## src/rtl/sdr_pkg.sv

```systemverilog
package sdr_pkg;
  typedef enum logic [1:0] {
    PH_IDLE  = 2'd0,
    PH_STAR  = 2'd1,
    PH_GAP   = 2'd2,
    PH_DELTA = 2'd3
  } sdr_phase_e;
endpackage

```

## src/rtl/sdr_dir_interlock.sv

```systemverilog
module sdr_dir_interlock (
  input  logic clk,
  input  logic rst_n,
  input  logic stop_i,
  input  logic left_req_i,
  input  logic right_req_i,
  output logic left_q,
  output logic right_q,
  output logic run_nxt
);
  logic left_d, right_d;

  // a tie between requests (only possible while idle) sets nothing
  always_comb begin
    left_d  = !stop_i && !right_q && (left_q  || (left_req_i  && !right_req_i));
    right_d = !stop_i && !left_q  && (right_q || (right_req_i && !left_req_i));
    run_nxt = left_d || right_d;
  end

  always_ff @(posedge clk or negedge rst_n) begin
    if (!rst_n) begin
      left_q  <= 1'b0;
      right_q <= 1'b0;
    end else begin
      left_q  <= left_d;
      right_q <= right_d;
    end
  end

  a_r2_never_both: assert property (@(posedge clk) disable iff (!rst_n)
    !(left_q && right_q));
  a_r4_stop_clears: assert property (@(posedge clk) disable iff (!rst_n)
    stop_i |=> (!left_q && !right_q));
  a_r1_left_holds: assert property (@(posedge clk) disable iff (!rst_n)
    (left_q && !stop_i) |=> left_q);
  a_r3_tie_ignored: assert property (@(posedge clk) disable iff (!rst_n)
    (!left_q && !right_q && left_req_i && right_req_i) |=> (!left_q && !right_q));
endmodule

```

## src/rtl/sdr_tick_timer.sv

```systemverilog
module sdr_tick_timer #(
  parameter int CW = 4
) (
  input  logic          clk,
  input  logic          rst_n,
  input  logic          clr_i,
  input  logic [CW-1:0] lim_i,
  output logic          last_o
);
  logic [CW-1:0] cnt_q;

  always_ff @(posedge clk or negedge rst_n) begin
    if (!rst_n)     cnt_q <= '0;
    else if (clr_i) cnt_q <= '0;
    else            cnt_q <= cnt_q + 1'b1;
  end

  assign last_o = (cnt_q == lim_i);
endmodule

```

## src/rtl/sdr_phase_seq.sv

```systemverilog
module sdr_phase_seq
  import sdr_pkg::*;
#(
  parameter int STAR_CYC = 5,
  parameter int GAP_CYC  = 2
) (
  input  logic clk,
  input  logic rst_n,
  input  logic run_nxt_i,
  output logic star_o,
  output logic delta_o
);
  localparam int MAXC = (STAR_CYC > GAP_CYC) ? STAR_CYC : GAP_CYC;
  localparam int CW   = (MAXC < 2) ? 1 : $clog2(MAXC);
  localparam logic [CW-1:0] STAR_LIM = CW'(STAR_CYC - 1);
  localparam logic [CW-1:0] GAP_LIM  = CW'(GAP_CYC - 1);

  sdr_phase_e    ph_q, ph_d;
  logic          clr, last;
  logic [CW-1:0] lim;

  always_comb begin
    ph_d = ph_q;
    if (!run_nxt_i) ph_d = PH_IDLE;
    else begin
      case (ph_q)
        PH_IDLE:  ph_d = PH_STAR;
        PH_STAR:  if (last) ph_d = PH_GAP;
        PH_GAP:   if (last) ph_d = PH_DELTA;
        default:  ph_d = PH_DELTA;
      endcase
    end
    lim = (ph_q == PH_STAR) ? STAR_LIM : GAP_LIM;
    clr = (ph_d != ph_q) || (ph_q == PH_IDLE) || (ph_q == PH_DELTA);
  end

  sdr_tick_timer #(.CW(CW)) u_timer (
    .clk    (clk),
    .rst_n  (rst_n),
    .clr_i  (clr),
    .lim_i  (lim),
    .last_o (last)
  );

  always_ff @(posedge clk or negedge rst_n) begin
    if (!rst_n) ph_q <= PH_IDLE;
    else        ph_q <= ph_d;
  end

  assign star_o  = (ph_q == PH_STAR);
  assign delta_o = (ph_q == PH_DELTA);

  a_r5_star_first: assert property (@(posedge clk) disable iff (!rst_n)
    (ph_q == PH_IDLE && run_nxt_i) |=> star_o);
  a_r6_no_overlap: assert property (@(posedge clk) disable iff (!rst_n)
    !(star_o && delta_o));
  a_r6_gap_after_star: assert property (@(posedge clk) disable iff (!rst_n)
    (star_o && run_nxt_i && !$stable(last) && last) |=> !delta_o);
  a_r7_delta_holds: assert property (@(posedge clk) disable iff (!rst_n)
    (delta_o && run_nxt_i) |=> delta_o);
  a_r8_drop_together: assert property (@(posedge clk) disable iff (!rst_n)
    !run_nxt_i |=> (!star_o && !delta_o));
endmodule

```

## src/rtl/sdr_starter_top.sv

```systemverilog
module sdr_starter_top #(
  parameter int STAR_CYC = 5,
  parameter int GAP_CYC  = 2
) (
  input  logic clk,
  input  logic rst_n,
  input  logic stop_i,
  input  logic left_req_i,
  input  logic right_req_i,
  output logic left_o,
  output logic right_o,
  output logic star_o,
  output logic delta_o
);
  logic run_nxt;

  sdr_dir_interlock u_dir (
    .clk         (clk),
    .rst_n       (rst_n),
    .stop_i      (stop_i),
    .left_req_i  (left_req_i),
    .right_req_i (right_req_i),
    .left_q      (left_o),
    .right_q     (right_o),
    .run_nxt     (run_nxt)
  );

  sdr_phase_seq #(.STAR_CYC(STAR_CYC), .GAP_CYC(GAP_CYC)) u_seq (
    .clk       (clk),
    .rst_n     (rst_n),
    .run_nxt_i (run_nxt),
    .star_o    (star_o),
    .delta_o   (delta_o)
  );

  a_r5_winding_needs_dir: assert property (@(posedge clk) disable iff (!rst_n)
    (star_o || delta_o) |-> (left_o || right_o));
  a_r9_restart_in_star: assert property (@(posedge clk) disable iff (!rst_n)
    (!left_o && !right_o) |=> ((left_o || right_o) ? (star_o && !delta_o) : 1'b1));
endmodule

```

## config.mk

```make
export PLATFORM = sky130hd
export DESIGN_NAME = sdr_starter_top
export DESIGN_NICKNAME = d
export VERILOG_FILES = /design/src/rtl/sdr_pkg.sv /design/src/rtl/sdr_dir_interlock.sv /design/src/rtl/sdr_tick_timer.sv /design/src/rtl/sdr_phase_seq.sv /design/src/rtl/sdr_starter_top.sv
export SDC_FILE = /design/constraint.sdc
export NUM_CORES = 1
export LEC_CHECK = 0
export ABC_CLOCK_PERIOD_IN_PS = 1800
export BUFFER_PORTS_ARGS = -buffer_cell sky130_fd_sc_hd__buf_4
export CAP_MARGIN = 20
export CORE_AREA = 2 2 39 41
export CTS_CLUSTER_SIZE = 8
export DETAILED_ROUTE_END_ITERATION = 6
export DIE_AREA = 0 0 41 43
export PLACE_DENSITY = 0.48
export SLEW_MARGIN = 20
export SYNTH_ARGS = -nofsm -noshare
export SYNTH_HDL_FRONTEND = slang
export SYNTH_SLANG_ARGS = --single-unit
```

## constraint.sdc

```tcl
create_clock -name clk -period 1.8 [get_ports clk]
set_input_delay 0.09 -clock clk [delete_from_list [all_inputs] [get_ports clk]]
set_output_delay 0.09 -clock clk [all_outputs]
set_load 0.01 [all_outputs]
```

-- Yosys cells after proc, flatten, opt, wreduce, memory -nomap -nowiden
Cells that the tools add are included.
- flip-flop bits (word level): 7
- input bits: 5
- output and inout bits: 4
- word-level logic and storage cells: 33
- add/subtract/negate cells: 1
- equal/unequal tests: 5
- multiplexer cells: 6
- reductions and logical operators: 17
- operator list (operator ; count):
    logical AND 1 bit ; 6
    2-to-1 mux 2 bit ; 3
    2-to-1 mux 3 bit ; 2
    case mux 2 bit (3 select lines) ; 1
    logical NOT 1 bit ; 5
    logical OR 1 bit ; 5
    == test 2 bit, second input constant ; 2
    adder 3 x 1 -> 3 bit, second input constant ; 1
    == test 3 bit ; 1
    == test 2 x 1 -> 1 bit, second input constant ; 1
    logical NOT 2 bit ; 1
    != test 2 bit ; 1

-- Logic depth before layout (Yosys ltp)
- depth after elaboration: 10
- gate-level depth with buffers: 3
- depth with buffers taken out: 3

-- Modules after synthesis
Synthesis repeated with hierarchy kept, for this count alone.
- cells, all modules: 35
- area, all modules: 372.9 um^2
- by module, submodules not included (module ; instances ; cells an instance ; area each (um^2) ; seq. area each (um^2)):
    sdr_tick_timer ; 1 ; 12 ; 146.4 ; 75.1
    sdr_phase_seq ; 1 ; 13 ; 121.4 ; 50.0
    sdr_dir_interlock ; 1 ; 10 ; 105.1 ; 50.0

-- Worst setup path before layout
Ideal clock, no wire load.
- path kind: reg-to-reg
- from: register u_seq.u_timer.cnt_q[0]
- to: register u_seq.u_timer.cnt_q[2]
- data arrival time: 1001 ps
- required time: 1662 ps
- path slack: 661 ps
- stages on the path, launching flop included: 4
- period minus slack after synthesis: 1139 ps
- cell sequence: dfrtp_1 > or3b_1 > a2bb2oi_2 > nor3_1
- word-level cells in the longest chain between the ends: 8
- elaborated cells on any way between the ends: 10
- classes of those cells: add/sub: 1; eq/ne: 2; mux: 5; reduce/logical: 2
- ends and longest elaborated chain (element ; line ; source):
    start, declared ; sdr_tick_timer.sv:10 ; logic [CW-1:0] cnt_q;
    start signal, assigned ; sdr_tick_timer.sv:15 ; else cnt_q <= cnt_q + 1'b1;
    == test 3 bit ; sdr_tick_timer.sv:18 ; assign last_o = (cnt_q == lim_i);
    2-to-1 mux 2 bit, on equally long branches ; sdr_phase_seq.sv:29, sdr_phase_seq.sv:28 ;
    case mux 2 bit (3 select lines) ; sdr_phase_seq.sv:26 ; case (ph_q)
    2-to-1 mux 2 bit ; sdr_phase_seq.sv:24 ; if (!run_nxt_i) ph_d = PH_IDLE;
    != test 2 bit ; sdr_phase_seq.sv:34 ; clr = (ph_d != ph_q) || (ph_q == PH_IDLE) || (ph_q == PH_DELTA);
    logical OR 1 bit (2 in series) ; sdr_phase_seq.sv:34 ;
    2-to-1 mux 3 bit (*) ; sdr_tick_timer.sv:14 ; else if (clr_i) cnt_q <= '0;
Mark *: on every way between the ends. The rest lies on a longest branch, timed or not.

-- Worst setup path in the final report
Ends and elaborated chain as after synthesis.

==> summary.txt <==
Synth
  – Synth unique cells: 17
  – Post-Syn Area: about 350 sq um
  – Cell count after synthesis: 33
  – Syn Nets: 39
  – Sequential fraction of the synthesis area: 50.4%
  – Seq cells post-synth: 7
  – Syn avg cell area: 10.5 sq um
  – Synth warnings: 0

CTS
  – H-Tree Depth: 1
  – Post-CTS sizing: 0
  – Post-CTS Setup Repair Bufs: 0
  – Clk_lat worst skew: around 0.25 ns
  – Clock Tree Root: clkbuf_4
  – CTS clk-pin slew, worst paths: about 0.050 ns
  – CTS tree: built
  – Clock Tree Buf Depth: 2
  – CTS buffer count: 3
  – Hold_buf cts: 1
  – CTS sink count: 7

Floorplan
  – Die height: approximately 43 um
  – Die ar.: 1760 sq um
  – Io pins: 9
  – Initial Util: between 20% and 30%
  – Core area: 1380 sq um
  – Die width: slightly above 40 um
  – Site row count: 14

Critical path
  – Max stage delay on crit path: around 0.4 ns
  – CP max-delay cell: dfrtp_1
  – Setup crit end kind: register
  – R2r setup slk: 0.58 ns
  – Data arrival, critical path: about 1.3 ns
  – WP data required: 1.91 ns
  – Worst r2r src: u_seq.u_timer.cnt_q[0]
  – Crit path cell chain: or3b_1, a2bb2oi_2, nor3_1
  – CP Max Fanout: 5
  – CP Class: register to register
  – R2R cell count: 3
  – Worst Setup Start Kind: register
  – Critical R2R Capture: u_seq.u_timer.cnt_q[2]

STA
  – Max-slew violation count: 0
  – FMAX: 822 MHz
  – Final Hold Vio Count: 0
  – Fin worst setup slack: 0.583 ns
  – Setup violators final: 0
  – Setup TNS Final: 0 ns
  – RSZ-0062 raised after global routing: no
  – Final worst-path cycle share: 67.6%
  – Slew Limit Headroom: about three quarters
  – Worst-margin pin slew: 0.401 ns
  – Min cycle time layout: 1.22 ns
  – Clk_skew: 0.00170 ns

Routing
  – Drt pass-1 iters: 2
  – Routed wire per std cell: roughly 12 um
  – ANT nets after route: 0
  – Post-Route WL: roughly 720 um
  – DRT iter0 DRCs: 10
  – Drt via density: roughly 4.6
  – DR DRC count: 0
  – Routed vias: 285

Global route
  – GR Overflow Total: 0
  – Initial antenna violation count: 0
  – Tot GR Track Use: between 10% and 20%
  – First-pass GRT wire length: 1240 um
  – Vias in the first global route: around 320
  – Pin count of the biggest net entering global routing: 8

Placement
  – Final HPWL DP: just under 600 um
  – Gpl congestion: ~0.64
  – Place WS: 0.572 ns
  – Port Buf Inserts: 8

Layout
  – # diodes: 0
  – Final nets: between 50 and 60
  – Commonest non-fill, non-tap cell in the layout: buf_4
  – Area Growth Syn to Fin: 33.5%
  – FF/Latch Area: 175 sq um
  – Footprint of the multi-input gates: about 170 sq um
  – Layout cells sized above 1: a little under a third
  – Fillers: 140
  – Commonest cells after routing, fill and taps aside: buf_4 (8), dfrtp_1 (7), nor3_1 (5)

Flow run
  – Max-cap violations: 0

Min path
  – Hold_sp: stop_i
  – Hold path depth: 2
  – HP Class: input port to register
  – Worst Hold End: u_dir.left_q

Power and ir drop
  – Power per Cell Area: a little under 800 nW/um^2
  – Worst vdd ir: 0.260 mV
  – Pleak: approximately 0.22 nW

Status
  – Status: finished clean
flip-flops by register name, summed over array words and instances (netlist names):
register             count
u_dir.left_q             1
u_dir.right_q            1
u_seq.ph_q               2
u_seq.u_timer.cnt_q      3
metal layers:
metal	global-route usage, %	wire length [um]	up-vias	part of all wire [%]
li1	-	-	142	-
met1	10.2	289	134	40
met2	18.4	388	9	54
met3	3.14	41	0	5.7
met4	10.0	0	0	0
met5	0	0	-	0
cells in the mapped netlist:
cell type	n	area share (%)
dfrtp_1	7	50
nor3_1	5	7.2
a21oi_1	3	4.3
nor2_1	3	3.2
inv_1	2	2.2
nor3b_1	2	4.3
a2bb2oi_2	1	4.3
a31oi_1	1	1.8
and2_1	1	1.8
and3_2	1	2.2
ha_1	1	3.6
nand2b_1	1	1.8
nor2b_1	1	1.8
o31ai_2	1	3.6
or3b_1	1	2.5
xnor2_1	1	2.5
xor2_1	1	2.5
worst max-delay path by stage:
stage	from	endpoint	slack [ns]	cells after the start
floorplan	u_seq.u_timer.cnt_q[0]	u_seq.u_timer.cnt_q[2]	0.66	3
global placement	u_seq.u_timer.cnt_q[0]	u_seq.u_timer.cnt_q[2]	0.63	3
detailed placement	u_seq.u_timer.cnt_q[0]	u_seq.u_timer.cnt_q[2]	0.57	3
CTS	u_seq.u_timer.cnt_q[0]	u_seq.u_timer.cnt_q[2]	0.56	3
global route	u_seq.u_timer.cnt_q[0]	u_seq.u_timer.cnt_q[2]	0.49	3
finish	u_seq.u_timer.cnt_q[0]	u_seq.u_timer.cnt_q[2]	0.58	3
critical path: cells and delay by family (launching register included):
family / cells / cell delay [ns]
AND/OR/NAND/NOR: 2 / 0.48
AO/OA/AOI/OAI: 1 / 0.20
flip-flops: 1 / 0.41
area by class of cell:
cell class / count / area share (%)
Clock buffer: 4 / 5.66
Inverter: 2 / 1.62
Multi-Input combinational cell: 24 / 35.6
Sequential cell: 7 / 37.7
Tap cell: 16 / 4.31
Timing Repair Buffer: 9 / 15.1
report_power, final:
part | switching (W) | total, W | leakage [nW] | internal (W)
Combinational | 0.0000257 | 0.0000517 | 0.110 | 0.0000260
Sequential | 0.00000815 | 0.000173 | 0.0947 | 0.000165
Clock | 0.0000542 | 0.000139 | 0.0150 | 0.0000844
through the flow:
step	instances	util, %	cell area, sq um	hold WS, ns	total power, W
4_1_cts	62	33.5	464	0.00717	0.000374
3_5_place_dp	57	30.9	428	-0.0890	0.000226
6_report	62	33.5	464	0.0243	0.000363
2_1_floorplan	33	-	348	-0.206	0.000200
5_1_grt	62	33.5	464	0.0111	0.000393
3_3_place_gp	57	30.9	428	-0.0938	0.000223
cell families after synthesis:
kind of cell	synth area share (%)
compound gates	14.0
flops	50.4
fa+ha+maj	3.60
simple gates	24.8
buf+inv	2.16
xor+xnor	5.04
Note: power is estimated with default switching activity, not from simulation.
